<file path="config.mk">
export PLATFORM = sky130hd
export DESIGN_NAME = prog_word_reader
export DESIGN_NICKNAME = d
export VERILOG_FILES = /design/src/rtl/pwr_pkg.sv /design/src/rtl/pwr_ctrl.sv /design/src/rtl/pwr_dp.sv /design/src/rtl/prog_word_reader.sv
export SDC_FILE = /design/constraint.sdc
export NUM_CORES = 1
export LEC_CHECK = 0
export CAP_MARGIN = 20
export CORE_MARGIN = 2
export CORE_UTILIZATION = 35
export DETAILED_ROUTE_END_ITERATION = 10
export GPL_ROUTABILITY_DRIVEN = 0
export HOLD_SLACK_MARGIN = 0.06
export SLEW_MARGIN = 20
export SYNTH_ARGS = -nofsm -noshare
export SYNTH_HDL_FRONTEND = slang
export SYNTH_SLANG_ARGS = --single-unit
export TNS_END_PERCENT = 20
</file>
<file path="constraint.sdc">
create_clock -name clk -period 2.1 [get_ports clk]
set_input_delay 0.63 -clock clk [delete_from_list [all_inputs] [get_ports clk]]
set_output_delay 0.63 -clock clk [all_outputs]
set_load 0.01 [all_outputs]
</file>
<file path="src/rtl/pwr_pkg.sv">
package pwr_pkg;
  // Pointer into the command pattern; 6 bits cover patterns up to 64 bits.
  localparam int PTR_W = 6;

  typedef enum logic [3:0] {
    PH_IDLE, PH_MCMD, PH_MTURN, PH_MRX, PH_MGAP,
    PH_LCMD, PH_LTURN, PH_LRX, PH_LGAP, PH_TAIL
  } phase_t;

  typedef struct packed {
    logic             shiftIn;  // sample data line into receive register
    logic             finish;   // latch the assembled word
    logic             drive;    // own the data line
    logic [PTR_W-1:0] ptr;      // pattern bit to present
  } pwr_strobe_t;
endpackage

</file>
<file path="src/rtl/pwr_ctrl.sv">
module pwr_ctrl
  import pwr_pkg::*;
#(
  parameter int DIV_HALF = 2,
  parameter int MSB_LEN  = 11,
  parameter int LSB_OFF  = 16,
  parameter int LSB_LEN  = 12,
  parameter int TAIL_OFF = 32,
  parameter int TURN_LEN = 2,
  parameter int GAP_LEN  = 1,
  parameter int RX_LEN   = 8
) (
  input  logic        clk,
  input  logic        rstN,
  input  logic        start,
  output pwr_strobe_t strb,
  output logic        sclOut,
  output logic        done
);
  localparam int DIV_W  = (2 * DIV_HALF > 2) ? $clog2(2 * DIV_HALF) : 1;
  localparam int MAXLEN = (MSB_LEN > LSB_LEN) ? MSB_LEN : LSB_LEN;
  localparam int CNT_W  = $clog2(MAXLEN + 1);

  phase_t           phase, phaseNext;
  logic [DIV_W-1:0] divCnt;
  logic [CNT_W-1:0] bitCnt;
  logic             midHalf, lastHalf, phaseEnd;
  logic [CNT_W-1:0] lenM1;
  logic [PTR_W-1:0] base;

  assign midHalf  = (divCnt == DIV_W'(DIV_HALF - 1));
  assign lastHalf = (divCnt == DIV_W'(2 * DIV_HALF - 1));

  always_comb begin
    lenM1     = '0;
    base      = '0;
    phaseNext = PH_IDLE;
    unique case (phase)
      PH_MCMD:  begin lenM1 = CNT_W'(MSB_LEN - 1);  base = '0;              phaseNext = PH_MTURN; end
      PH_MTURN: begin lenM1 = CNT_W'(TURN_LEN - 1);                         phaseNext = PH_MRX;   end
      PH_MRX:   begin lenM1 = CNT_W'(RX_LEN - 1);                           phaseNext = PH_MGAP;  end
      PH_MGAP:  begin lenM1 = CNT_W'(GAP_LEN - 1);                          phaseNext = PH_LCMD;  end
      PH_LCMD:  begin lenM1 = CNT_W'(LSB_LEN - 1);  base = PTR_W'(LSB_OFF);  phaseNext = PH_LTURN; end
      PH_LTURN: begin lenM1 = CNT_W'(TURN_LEN - 1);                         phaseNext = PH_LRX;   end
      PH_LRX:   begin lenM1 = CNT_W'(RX_LEN - 1);                           phaseNext = PH_LGAP;  end
      PH_LGAP:  begin lenM1 = CNT_W'(GAP_LEN - 1);                          phaseNext = PH_TAIL;  end
      PH_TAIL:  begin lenM1 = '0;                   base = PTR_W'(TAIL_OFF); phaseNext = PH_IDLE;  end
      default:  begin lenM1 = '0;                                           phaseNext = PH_IDLE;  end
    endcase
  end

  assign phaseEnd = lastHalf && (bitCnt == lenM1);

  always_ff @(posedge clk) begin
    if (!rstN) begin
      phase  <= PH_IDLE;
      divCnt <= '0;
      bitCnt <= '0;
      sclOut <= 1'b0;
      done   <= 1'b0;
    end else begin
      done <= 1'b0;
      if (phase == PH_IDLE) begin
        divCnt <= '0;
        bitCnt <= '0;
        sclOut <= 1'b0;
        if (start) phase <= PH_MCMD;
      end else begin
        if (midHalf)  sclOut <= 1'b1;
        if (lastHalf) sclOut <= 1'b0;
        divCnt <= lastHalf ? '0 : divCnt + 1'b1;
        if (lastHalf) begin
          if (phaseEnd) begin
            bitCnt <= '0;
            phase  <= phaseNext;
            if (phase == PH_TAIL) done <= 1'b1;
          end else begin
            bitCnt <= bitCnt + 1'b1;
          end
        end
      end
    end
  end

  always_comb begin
    strb.shiftIn = ((phase == PH_MRX) || (phase == PH_LRX)) && midHalf;
    strb.finish  = (phase == PH_TAIL) && phaseEnd;
    strb.drive   = (phase == PH_MCMD) || (phase == PH_LCMD) || (phase == PH_TAIL);
    strb.ptr     = base + PTR_W'(bitCnt);
  end
endmodule

</file>
<file path="src/rtl/pwr_dp.sv">
module pwr_dp
  import pwr_pkg::*;
#(
  parameter int VEC_BYTES = 5,
  parameter int ADDR_W    = 3
) (
  input  logic              clk,
  input  logic              rstN,
  input  logic              vecWrEn,
  input  logic [ADDR_W-1:0] vecWrAddr,
  input  logic [7:0]        vecWrData,
  input  pwr_strobe_t       strb,
  input  logic              sdaIn,
  output logic              sdaOut,
  output logic              sdaOe,
  output logic [15:0]       result
);
  localparam int PAT_BITS = 8 * VEC_BYTES;

  logic [PAT_BITS-1:0] patFlat;
  logic [15:0]         rxShift;
  logic                cmdBit;

  for (genvar g = 0; g < VEC_BYTES; g++) begin : g_vec
    logic [7:0] vecByte;
    always_ff @(posedge clk) begin
      if (!rstN)                                        vecByte <= '0;
      else if (vecWrEn && (vecWrAddr == ADDR_W'(g)))     vecByte <= vecWrData;
    end
    assign patFlat[PAT_BITS-1-8*g -: 8] = vecByte;
  end

  always_comb begin
    cmdBit = 1'b0;
    if (int'(strb.ptr) < PAT_BITS) cmdBit = patFlat[PAT_BITS-1-int'(strb.ptr)];
  end

  assign sdaOe  = strb.drive;
  assign sdaOut = strb.drive & cmdBit;

  always_ff @(posedge clk) begin
    if (!rstN) begin
      rxShift <= '0;
      result  <= '0;
    end else begin
      if (strb.shiftIn) rxShift <= {rxShift[14:0], sdaIn};
      if (strb.finish)  result  <= rxShift;
    end
  end
endmodule

</file>
<file path="src/rtl/prog_word_reader.sv">
module prog_word_reader #(
  parameter int DIV_HALF  = 2,
  parameter int VEC_BYTES = 5
) (
  input  logic        clk,
  input  logic        rstN,
  input  logic        start,
  input  logic        vecWrEn,
  input  logic [2:0]  vecWrAddr,
  input  logic [7:0]  vecWrData,
  input  logic        sdaIn,
  output logic        sdaOut,
  output logic        sdaOe,
  output logic        sclOut,
  output logic [15:0] result,
  output logic        done
);
  localparam int ADDR_W = 3;

  pwr_pkg::pwr_strobe_t strb;

  pwr_ctrl #(.DIV_HALF(DIV_HALF)) u_ctrl (
    .clk(clk), .rstN(rstN), .start(start),
    .strb(strb), .sclOut(sclOut), .done(done)
  );

  pwr_dp #(.VEC_BYTES(VEC_BYTES), .ADDR_W(ADDR_W)) u_dp (
    .clk(clk), .rstN(rstN),
    .vecWrEn(vecWrEn), .vecWrAddr(vecWrAddr), .vecWrData(vecWrData),
    .strb(strb), .sdaIn(sdaIn),
    .sdaOut(sdaOut), .sdaOe(sdaOe), .result(result)
  );
endmodule

</file>
# Yosys cells after proc, flatten, opt, wreduce, memory -nomap -nowiden
# Index checks and enable logic that the tools add are counted.
[totals] reg_bits=84 out_inout_bits=20 elab_cells=73
[classes] add_sub_neg=4 n_lt_le_gt_ge=2 eq_ne=17 n_mux=13 bitwise=4 reduce_logical=21
[op_table] cell="$lt 32x8->1 const B" count=1
[op_table] cell="$pmux 4 s8" count=1
[op_table] cell="$mux 4" count=5
[op_table] cell="$eq 4x3->1 const B" count=4
[op_table] cell="$pmux 4 s4" count=1
[op_table] cell="$pmux 6 s2" count=1
[op_table] cell="$eq 4x2->1 const B" count=2
[op_table] cell="$eq 4x4->1 const B" count=2
[op_table] cell="$logic_and 1x1->1" count=8
[op_table] cell="$sub 6x6->7 const A" count=1
[op_table] cell="$add 6x4->6" count=1
[op_table] cell="$bmux 1 s6" count=1
[op_table] cell="$eq 3x2->1 const B" count=2
[op_table] cell="$lt 6x6->1 const B" count=1
[op_table] cell="$reduce_or 2->1" count=3
[op_table] cell="$add 4x1->4 const B" count=1
[op_table] cell="$eq 4x1->1 const B" count=1
[op_table] cell="$eq 4x4->1" count=1
[op_table] cell="$logic_not 4->1" count=1
[op_table] cell="$mux 1" count=4
[op_table] cell="$reduce_bool 2->1" count=2
[op_table] cell="$reduce_or 4->1" count=1
[op_table] cell="$eq 3x1->1 const B" count=1
[op_table] cell="$eq 3x3->1 const B" count=1
[op_table] cell="other kinds (10)" count=14

# Depth between registers and ports, before layout
# Gate-level depths: netlist of run 1.
[logic_depth] depth_word=9 mapped_depth=9

# Hierarchy
# A second synthesis of run 1 with hierarchy kept.
[hier_totals] hier_cells=402 hier_area_um2=3831.2
[by_module_without_submodules] mod="pwr_dp" n_inst=1 cells_each=324 area_per_inst_um2=3144.3 seq_area_each_um2=1441.4
[by_module_without_submodules] mod="pwr_ctrl" n_inst=1 cells_each=78 area_per_inst_um2=686.9 seq_area_each_um2=240.2

# Least setup slack after synthesis of run 1
# No wires, ideal clock.
[synth_timing] path_type="reg-to-output" start="register u_ctrl.bitCnt[1]" end="output sdaOut" t_arrival_ns=1.651 required_time_ns=1.470 path_slack_ns=-0.181 stages_incl_launch_ff=7 path_buffers=2 cell_sequence="dfxtp_1 > buf_1 > buf_2 > mux4_2 > nand2_1 > nand4_1 > a41oi_1"
[synth_via] elab_chain_len=7
[synth_rtl] element="start, declared" line_no="pwr_ctrl.sv:26" source="logic [CNT_W-1:0] bitCnt;"
[synth_rtl] element="start signal, assigned" line_no="pwr_ctrl.sv:78" source="bitCnt <= bitCnt + 1'b1;"
[synth_rtl] element="$add 6x4->6 *" line_no="pwr_ctrl.sv:89" source="strb.ptr = base + PTR_W'(bitCnt);"
[synth_rtl] element="$sub 6x6->7" line_no="pwr_dp.sv:35" source="if (int'(strb.ptr) < PAT_BITS) cmdBit = patFlat[PAT_BITS-1-int'(strb.ptr)];"
[synth_rtl] element="$bmux 1 s6" line_no="pwr_dp.sv:35"
[synth_rtl] element="$mux 1 (not written as such) (2 in series)" line_no="pwr_dp.sv:35"
[synth_rtl] element="$mux 1 *" line_no="pwr_dp.sv:35"
[synth_rtl] element="$and 1x1->1 *" line_no="pwr_dp.sv:39" source="assign sdaOut = strb.drive & cmdBit;"
[synth_rtl] element="end, declared" line_no="prog_word_reader.sv:12" source="output logic sdaOut,"
# Every way passes the cells marked *; elsewhere a longest branch is shown, timed or not. The select of a mux whose other input is x is not followed.

# Final worst setup path of run 1
[layout_timing] start="register u_ctrl.phase[1]" end="output sdaOut"
[layout_via] elab_chain_len=9
[layout_rtl] element="start, declared" line_no="pwr_ctrl.sv:24" source="phase_t phase, phaseNext;"
[layout_rtl] element="start signal, assigned" line_no="pwr_ctrl.sv:75" source="phase <= phaseNext;"
[layout_rtl] element="$eq 4x4->1 / $eq 4x3->1 (equally long branches)" line_no="pwr_ctrl.sv:38, pwr_ctrl.sv:88"
[layout_rtl] element="$pmux 6 s2" line_no="pwr_ctrl.sv:38" source="unique case (phase)"
[layout_rtl] element="$add 6x4->6" line_no="pwr_ctrl.sv:89"
[layout_rtl] element="$sub 6x6->7" line_no="pwr_dp.sv:35"
[layout_rtl] element="$bmux 1 s6" line_no="pwr_dp.sv:35"
[layout_rtl] element="$mux 1 (not written as such) (2 in series)" line_no="pwr_dp.sv:35"
[layout_rtl] element="$mux 1" line_no="pwr_dp.sv:35"
[layout_rtl] element="$and 1x1->1 *" line_no="pwr_dp.sv:39"
# Marked as above.

==> results of run 1 <==
==> layer usage <==
layer  wire length [um]  part of all wire
met5                  0                 0
met4                189             0.022
met3                316             0.036
met2               4120              0.47
met1               4140              0.47
==> per-stage QoR <==
step	area, sq um	util	power (uW)	hold slack (ns)	setup TNS [ns]
floorplan	3770	-	1750	0.432	0
global placement	4360	0.422	1840	0.443	-1.53
detailed placement	4360	0.422	1840	0.450	-2.79
CTS	4570	0.442	2770	0.462	-0.465
global route	4580	0.444	2860	0.478	-0.609
finish	4580	0.444	2730	0.458	-0.466
==> flip-flops by register name, summed over array words and instances (netlist names) <==
signal,flops
u_ctrl.done,1
u_dp.rxShift,16
u_ctrl.phase,4
u_dp.g_vec.vecByte,40
u_ctrl.divCnt,2
u_dp.result,16
u_ctrl.sclOut,1
u_ctrl.bitCnt,4
==> cells by family (layout without fill, tap and decap cells) <==
| logic type | after synthesis | in the layout | share of synthesized area |
|---|---|---|---|
| AND/OR/NAND/NOR | 204 | 204 | 0.240 |
| buffers and inverters | 35 | 84 | 0.0462 |
| multiplexers | 39 | 39 | 0.122 |
| adder cells (fa/ha/maj) | 4 | 4 | 0.0134 |
| AO/OA/AOI/OAI | 74 | 74 | 0.120 |
| XOR/XNOR | 4 | 4 | 0.00938 |
| flip-flops | 84 | 84 | 0.450 |
==> timing repair <==
action,CTS,global route
setup endpoints to repair,18,17
cloned,0,0
buffers inserted,2,0
pin swaps,6,1
resized for setup,21,5
==> path summary, 6_finish.rpt <==
| check | from | to | slack [ns] | cells after the start |
|---|---|---|---|---|
| setup / recovery | u_ctrl.phase[1] | sdaOut | -0.47 | 9 |
| hold / removal | u_dp.result[13] | u_dp.result[13] | 0.46 | 2 |
| setup reg to reg | u_ctrl.bitCnt[2] | u_dp.result[9] | 0.06 | 7 |
| hold reg to reg | u_dp.result[13] | u_dp.result[13] | 0.46 | 2 |
==> power by group <==
group          switching, uW  internal, uW  leakage, uW
clock                    530           401    0.0000803
sequential              13.0          1610     0.000682
combinational            102          80.0     0.000887
==> layout make-up <==
| class | count | share of cell area |
|---|---|---|
| inverter | 5 | 0.00410 |
| clock inverter | 4 | 0.00437 |
| multi-input combinational | 325 | 0.427 |
| tap | 136 | 0.0372 |
| sequential | 84 | 0.370 |
| timing repair buffer | 66 | 0.130 |
| clock buffer | 9 | 0.0270 |
==> worst max-delay path, delay by kind of cell, from the launching register on <==
family / cells / cell delay (ns)
compound gates: 1 / 0.20
xor+xnor: 1 / 0.18
fa+ha+maj: 1 / 0.19
buf+inv: 2 / 0.31
flops: 1 / 0.32
simple gates: 4 / 0.37
==> cells in the final DEF (no fill, tap or decap), drive strengths merged, types with 2 or more instances in the layout <==
cell           count
mux2i             33
xnor2              3
nand2            139
clkdlybuf4s50     33
a31oi              3
inv                5
and2               2
buf               32
ha                 4
and3               3
dfxtp             84
nand4              3
and3b              3
mux4               5
nand2b             5
o21ai              5
clkinv             4
clkbuf             9
or3                4
a2111oi            2
nor2b              6
a211oi             2
nand3              7
nor2              17
nor3               9
a21oi             53
==> flow_summary_export.csv, run 1 <==
group,metric,value,unit
timing,setup_viol,1,
yosys,yosysMostFrequentCell,"nand2_1",
place,place_hpwl,6200,um
worst_setup_path,slowest_stage,"dfxtp_2",
die,ioPinCount,36,
yosys,ys_async_sr_fraction,0,
yosys,yosys-top-cells-count,"nand2_1 (139), dfxtp_1 (84), a21oi_1 (53)",
grt,met3_usage,0.0303,
power_and_ir_drop,power_density,597,nW/um^2
die,die_w,107,um
timing,slew_headroom,0.618,
timing,max_clock_freq,390,MHz
die,die_h,107,um
finish,final_layout_size_suffix_gt1_frac,0.144,
drt,wl_per_cell,13.9,um
grt,grt_use_met2,0.255,
grt,busiest_layer,"met2",
worst_setup_path,startpoint_type,"flop",
yosys,ys_ff_latch,84,
yosys,avgSynthCellArea,8.42,sq um
timing,period_minus_slack,2.57,ns
finish,multi_input_area,1950,sq um
hold_path,hp-class,"reg2reg",
grt,antenna_found_initial,0,
status,run_status,"finished with violations",
timing,worst_pin_slew,0.574,ns
clocking,cts_tree,"built",
yosys,synth_top_area_share,0.450,
yosys,yosys-top-cells-area,"dfxtp_1 (45%), nand2_1 (14%), mux2i_1 (8.8%)",
die,core,10300,sq um
clocking,clockBufferDepth,2,
finish,n_antenna_cell,0,
power_and_ir_drop,ir_worst_vdd,323,uV
place,place_ws,-0.640,ns
drt,wl,8760,um
timing,rsz0062_at_grt,"true",
finish,seqCellArea,1700,sq um
clocking,cts_hold_buf,0,
clocking,clock-sinks,84,
timing,clock-skew-final,0.00682,ns
finish,final_cells,629,
worst_setup_path,path_cells,"nand2b_4, nor2_1, nand2_1, ha_4, xnor2_4, buf_4, nand3_2, a41oi_2, buf_2",
yosys,yosysUniqueCellTypes,47,
status,violations,"setup timing",
drt,via_per_inst,5.03,
yosys,yosysWarnings,0,
finish,fill_cells,1029,
timing,hold_viol,0,
clocking,htreeDepth,3,
grt,track_usage,0.160,
grt,grt-ovfl-total,0,
timing,slew_viol_final,0,
die,fp.dieArea,11500,sq um
place,numPortBuffers,35,
yosys,syn_nets,464,
drt,first_iter_violations,215,
grt,grt_pass1_wl,14400,um
finish,syn2layout_area_growth,22.5,%
drt,firstDrtPassIters,4,
clocking,insertion_delay,0.35,ns
yosys,syn_inst,444,
yosys,seq_area_frac_synth,0.450,
drt,drc_errors,0,
die,start_util,0.362,
grt,first_global_vias,2982,
yosys,ys.flop_type,"dfxtp_1",
die,std_cell_rows,37,
clocking,cts-root-buf,"clkbuf_8",
drt,ant_nets,0,
power_and_ir_drop,p_leak,0.00165,uW
worst_setup_path,crit_type,"reg2out",
clocking,numCtsBuffers,9,
grt,gr-usage-met1,0.212,
worst_setup_path,max_stage_delay,0.32,ns
run,cap_violations,0,
drt,vias,3164,
worst_setup_path,cp.arrival,1.94,ns
timing,fin_crit_sh,1.22,
place,dp_cells,614,
finish,final_net_count,511,
yosys,post_synth_instance_area,3740,sq um
grt,grt_max_degree,57,
clocking,clk_pin_slew,0.08,ns
yosys,synth_edf_count,0,
yosys,yosysTopAreaCell,"dfxtp_1",
worst_setup_path,crit_required,1.47,ns
worst_setup_path,cp-end-kind,"output pin",
timing,setup_slack,-0.466,ns
worst_setup_path,cp_max_fo,4,
Note: power is estimated with default switching activity, not from simulation.
==> run 2, diff against run 1 <==
--- a/config.mk
+++ b/config.mk
@@ -11,6 +11,7 @@
 export DETAILED_ROUTE_END_ITERATION = 10
 export GPL_ROUTABILITY_DRIVEN = 0
 export HOLD_SLACK_MARGIN = 0.06
+export REMOVE_ABC_BUFFERS = 1
 export SLEW_MARGIN = 20
 export SYNTH_ARGS = -nofsm -noshare
 export SYNTH_HDL_FRONTEND = slang
==> run 2 against run 1 <==
  * The flow still finishes with violations (setup timing)
  * Die area did not move
  * Sequential cell count did not move
  * Critical path type unchanged
  * Via count fell by 2.5%
  * Largest power group unchanged
  * Clock skew rose by 0.0039 ns
  * Maximum frequency fell by 0.22%
  * Highest routed layer unchanged
  * First-iteration DRC count fell by 38%
  * Critical endpoint unchanged
  * Combinational power rose by 5%
==> flow_summary_export.csv, run 2 (synthesis results as in run 1) <==
group,metric,value,unit
worst_setup_path,crit_type,"reg2out",
clocking,numCtsBuffers,9,
grt,grt-ovfl-total,0,
grt,grt_pass1_wl,14000,um
power_and_ir_drop,cell_internal_pwr,2280,uW
power_and_ir_drop,p_leak,0.00167,uW
die,std_cell_rows,37,
finish,final_net_count,507,
finish,final_cell_mix,"nand2_1 (138), dfxtp_1 (79), a21oi_1 (53), mux2i_1 (33), clkdlybuf4s50_1 (33)",
worst_setup_path,cp_max_fo,4,
die,die_h,107,um
status,run_status,"finished with violations",
worst_setup_path,startpoint_type,"flop",
drt,vias,3084,
finish,final_cells,627,
finish,top_register,"u_dp.g_vec.vecByte",
timing,clock-skew-final,0.0107,ns
finish,layout_commonest_cell,"nand2_1",
clocking,cts-root-buf,"clkbuf_8",
finish,reg_top3,"u_dp.g_vec.vecByte x40, u_dp.result x16, u_dp.rxShift x16",
drt,firstDrtPassIters,4,
grt,first_global_vias,2996,
timing,setup_slack,-0.472,ns
drt,via_per_inst,4.92,
worst_setup_path,cp-end-kind,"output pin",
grt,antenna_found_initial,0,
power_and_ir_drop,power_density,638,nW/um^2
place,place_hpwl,5880,um
drt,drc_errors,0,
die,fp.dieArea,11500,sq um
power_and_ir_drop,netSwitchingFraction,0.234,
clocking,clock-sinks,84,
worst_setup_path,crit_required,1.47,ns
grt,grt_max_degree,51,
worst_setup_path,r2r_start,"u_ctrl.phase[3]",
hold_path,min_path_cells,2,
timing,slew_viol_final,0,
clocking,insertion_delay,0.35,ns
worst_setup_path,cp.arrival,1.94,ns
status,violations,"setup timing",
finish,n_antenna_cell,0,
drt,ant_nets,0,
clocking,cts_tree,"built",
power_and_ir_drop,clkPwrFrac,0.390,
clocking,clk_pin_slew,0.08,ns
power_and_ir_drop,seqPwrFrac,0.546,
finish,largest_reg_flops,40,
power_and_ir_drop,power,2970,uW
clocking,htreeDepth,3,
timing,rsz0062_at_grt,"true",
finish,fill_cells,1019,
place,numPortBuffers,35,
run,cap_violations,0,
clocking,clockBufferDepth,2,
worst_setup_path,rr_worst_depth,8,
die,core,10300,sq um
finish,final_layout_size_suffix_gt1_frac,0.143,
timing,period_minus_slack,2.57,ns
timing,worst_pin_slew,0.536,ns
timing,max_clock_freq,389,MHz
power_and_ir_drop,p_switching,695,uW
power_and_ir_drop,ir_worst_vdd,304,uV
die,ioPinCount,36,
hold_path,hp-class,"reg2reg",
grt,track_usage,0.152,
drt,wl_per_cell,13.3,um
worst_setup_path,ff2ff_setup_slack,0.07,ns
drt,first_iter_violations,133,
timing,hold_viol,0,
finish,finalCoreUtilization,0.451,
place,dp_cells,612,
timing,fin_crit_sh,1.22,
timing,slew_headroom,0.643,
power_and_ir_drop,combinationalPowerShare,0.065,
timing,setup_viol,1,
die,die_w,107,um
worst_setup_path,worstSetupStartpoint,"u_ctrl.phase[1]",
finish,syn2layout_area_growth,24.6,%
hold_path,min_from,"u_dp.g_vec[0].vecByte[7]",
place,place_ws,-0.669,ns
die,start_util,0.362,
drt,wl,8340,um
==> run 2: cell count changes in the layout (fill, tap and decap cells not counted), moves of 2 or more <==
cell	delta
a2111oi_0	+2
a2111oi_1	-2
buf_12	+3
buf_4	-7
clkinv_2	-3
dfxtp_2	+2
dfxtp_4	-2
==> run 2: what timing repair did <==
item	in CTS	in global routing
resized for setup	16	15
buffers inserted	0	0
hold buffers	0	0
setup endpoints to repair	18	18
pin swaps	4	6
==> run 2: metal layers <==
layer  vias to the layer above  global-route usage  routed length [um]
met5                         -                   0                   0
met4                         0              0.0586                 133
met3                         9              0.0333                 443
met2                        63               0.257                4040
met1                      1419               0.190                3730
li1                       1593                   -                   -
==> run 2: through the flow <==
step	setup TNS, ns	area (sq um)	hold WS [ns]
6_report	-0.472	4660	0.451
5_1_grt	-0.611	4660	0.473
4_1_cts	-1.34	4600	0.453
3_5_place_dp	-1.67	4360	0.442
3_3_place_gp	-1.04	4360	0.440
2_1_floorplan	-4.98	3580	0.432
==> run 2: final cells by class <==
class	count	area [sq um]	area share
Multi-Input combinational cell	325	1970	0.424
Clock buffer	10	138	0.0296
Inverter	5	18.8	0.00403
Clock inverter	5	60.1	0.0129
Timing Repair Buffer	62	604	0.130
Tap cell	136	170	0.0365
Sequential cell	84	1690	0.363
==> run 2: power by group through the flow <==
stage | clock network (uW) | registers, uW | logic [uW]
after floorplan | 0 | 1660 | 72.9
after global placement | 0 | 1660 | 182
after detailed placement | 0 | 1660 | 185
after CTS | 1190 | 1620 | 185
after global routing | 1260 | 1620 | 210
final | 1160 | 1620 | 192
==> run 2: worst max-delay path: stages, from the launching register on <==
cell and delay (ns):
dfxtp_2 0.33, nand2b_4 0.15, nor2_4 0.10, nand2_2 0.07, ha_4 0.18, xnor2_4 0.14
nor2_2 0.11, nand4_1 0.11, a41oi_2 0.22, buf_2 0.17
==> run 2: worst paths after layout <==
| path | endpoint |
|---|---|
| hold reg to reg | u_dp.g_vec[0].vecByte[7] |
| setup / recovery | sdaOut |
| hold / removal | u_dp.g_vec[0].vecByte[7] |
| setup reg to reg | u_dp.result[2] |
==> run 3, diff against run 2 <==
--- a/config.mk
+++ b/config.mk
@@ -6,6 +6,7 @@
 export NUM_CORES = 1
 export LEC_CHECK = 0
 export CAP_MARGIN = 20
+export CORE_ASPECT_RATIO = 0.9
 export CORE_MARGIN = 2
 export CORE_UTILIZATION = 35
 export DETAILED_ROUTE_END_ITERATION = 10
==> run 3 against run 2 <==
  * The flow finishes with violations (DRC, setup timing)
  * Global-route usage is 0.66 points higher
  * Die area barely moved
  * Non-clock buffer count up 5
  * Clock power increased by 26%
  * Sequential power barely moved
  * Maximum frequency grew 0.75%
  * Cell count down 0.16%
  * Critical endpoint unchanged
==> flow_summary_export.csv, run 3 (synthesis results as in run 1) <==
group,metric,value,unit
finish,top_register,"u_dp.g_vec.vecByte",
die,fp.dieArea,11500,sq um
finish,largest_reg_flops,40,
grt,gr-usage-met1,0.220,
finish,n_antenna_cell,0,
grt,grt_use_met2,0.255,
grt,track_usage,0.159,
place,dp_cells,609,
power_and_ir_drop,power,3260,uW
clocking,cts-root-buf,"clkbuf_16",
worst_setup_path,crit_type,"reg2out",
finish,final_cell_mix,"nand2_1 (139), dfxtp_1 (81), a21oi_1 (52), mux2i_1 (33), clkdlybuf4s50_1 (33)",
power_and_ir_drop,ir_worst_vdd,404,uV
finish,layout_commonest_cell,"nand2_1",
clocking,clock-sinks,84,
timing,rsz0062_at_grt,"true",
die,core,10300,sq um
grt,antenna_found_initial,0,
clocking,clockBufferDepth,2,
grt,first_global_vias,3014,
power_and_ir_drop,power_density,694,nW/um^2
timing,clock-skew-final,0.00816,ns
finish,final_net_count,512,
drt,firstDrtPassIters,7,
worst_setup_path,crit_required,1.47,ns
status,run_status,"finished with violations",
power_and_ir_drop,cell_internal_pwr,2490,uW
clocking,htreeDepth,3,
power_and_ir_drop,p_switching,772,uW
timing,slew_viol_final,0,
clocking,numCtsBuffers,9,
worst_setup_path,cp.arrival,1.92,ns
drt,drc_errors,1,
clocking,cts_hold_buf,0,
power_and_ir_drop,seqPwrFrac,0.497,
timing,worst_pin_slew,0.560,ns
timing,setup_viol,1,
worst_setup_path,r2r_start,"u_ctrl.bitCnt[2]",
clocking,clk_pin_slew,0.06,ns
grt,grt_max_degree,37,
die,die_w,113,um
drt,vias,3196,
place,place_ws,-0.658,ns
worst_setup_path,cp-end-kind,"output pin",
timing,hold_viol,0,
worst_setup_path,regToRegEndpoint,"u_dp.result[5]",
drt,via_per_inst,5.11,
worst_setup_path,worstSetupStartpoint,"u_ctrl.phase[1]",
timing,slew_headroom,0.626,
run,cap_violations,0,
hold_path,hp-class,"reg2reg",
worst_setup_path,rr_worst_depth,7,
timing,fin_crit_sh,1.22,
die,start_util,0.362,
drt,ant_nets,0,
drt,wl,8820,um
timing,period_minus_slack,2.55,ns
worst_setup_path,startpoint_type,"flop",
timing,timing.hold.ws,0.454,ns
clocking,insertion_delay,0.34,ns
grt,busiest_layer,"met2",
worst_setup_path,ff2ff_setup_slack,0.14,ns
clocking,cts_tree,"built",
worst_setup_path,cp-endpoint,"sdaOut",
worst_setup_path,cp_max_fo,4,
timing,max_clock_freq,392,MHz
place,place_hpwl,6370,um
place,numPortBuffers,35,
power_and_ir_drop,clkPwrFrac,0.448,
finish,final_layout_size_suffix_gt1_frac,0.147,
power_and_ir_drop,combinationalPowerShare,0.055,
timing,fin_setup_tns,-0.453,ns
die,die_h,102,um
die,ioPinCount,36,
hold_path,min_path_cells,2,
timing,setup_slack,-0.453,ns
power_and_ir_drop,p_leak,0.00171,uW
grt,grt-ovfl-total,0,
finish,reg_top3,"u_dp.g_vec.vecByte x40, u_dp.result x16, u_dp.rxShift x16",
finish,syn2layout_area_growth,25.9,%
grt,met3_usage,0.0214,
power_and_ir_drop,netSwitchingFraction,0.237,
drt,first_iter_violations,160,
grt,grt_pass1_wl,14600,um
status,violations,"DRC, setup timing",
finish,final_cells,626,
die,std_cell_rows,35,
drt,wl_per_cell,14.1,um
[run 3: cell count changes in the layout (fill, tap and decap cells not counted), moves of 2 or more]
| cell | change |
|---|---|
| buf_6 | -2 |
| dfxtp_1 | +2 |
| a2111oi_1 | +2 |
| buf_12 | -2 |
| buf_4 | +8 |
| clkbuf_8 | -10 |
| a2111oi_0 | -2 |
| dfxtp_2 | -3 |
| clkbuf_16 | +9 |
[run 3: through the flow]
stage                util  cell area (sq um)
floorplan               -               3580
global placement    0.421               4350
detailed placement  0.421               4350
CTS                 0.452               4670
global route        0.455               4700
finish              0.455               4700
[run 3: worst max-delay path: stages (launching register included)]
cell and delay, ns:
dfxtp_1 0.31, nand2b_1 0.15, nor2_1 0.09, nand2_1 0.07, ha_2 0.21, xnor2_4 0.14, nor2_1 0.09, nand4_1 0.12
a41oi_2 0.23, buf_2 0.17
[run 3: worst min-delay path by stage]
stage	start	slack, ns	to
6_report	u_dp.g_vec[3].vecByte[6]	0.45	u_dp.g_vec[3].vecByte[6]
5_1_grt	u_dp.g_vec[2].vecByte[7]	0.47	u_dp.g_vec[2].vecByte[7]
4_1_cts	u_dp.g_vec[3].vecByte[6]	0.45	u_dp.g_vec[3].vecByte[6]
3_5_place_dp	u_dp.g_vec[3].vecByte[6]	0.44	u_dp.g_vec[3].vecByte[6]
3_3_place_gp	u_dp.g_vec[0].vecByte[3]	0.44	u_dp.g_vec[0].vecByte[3]
2_1_floorplan	u_dp.g_vec[0].vecByte[6]	0.43	u_dp.g_vec[0].vecByte[6]
[run 3: area by class of cell]
| class | count | area [sq um] |
|---|---|---|
| repair buffers | 67 | 617 |
| well taps | 129 | 161 |
| fillers | 1024 | 5630 |
| clock inverters | 7 | 51.3 |
| inverters | 5 | 18.8 |
| multi-input cells | 325 | 1940 |
| flip-flops and latches | 84 | 1690 |
| clock buffers | 9 | 225 |
[run 3: power groups by stage]
stage / clock, uW / combinational [uW] / sequential (uW)
after global placement: 0 / 177 / 1660
final: 1460 / 181 / 1620
after CTS: 1510 / 179 / 1620
after global routing: 1570 / 198 / 1620
after detailed placement: 0 / 179 / 1660
after floorplan: 0 / 72.9 / 1660
[run 3: metal layers]
metal	up-vias	wire [um]
met5	-	0
met3	10	204
li1	1609	-
met1	1526	4490
met2	51	4010
met4	0	119
[run 3: what timing repair did]
item	4_1_cts	5_1_grt
pin swaps	3	0
setup endpoints to repair	18	17
buffers inserted	1	0
resized for setup	16	10
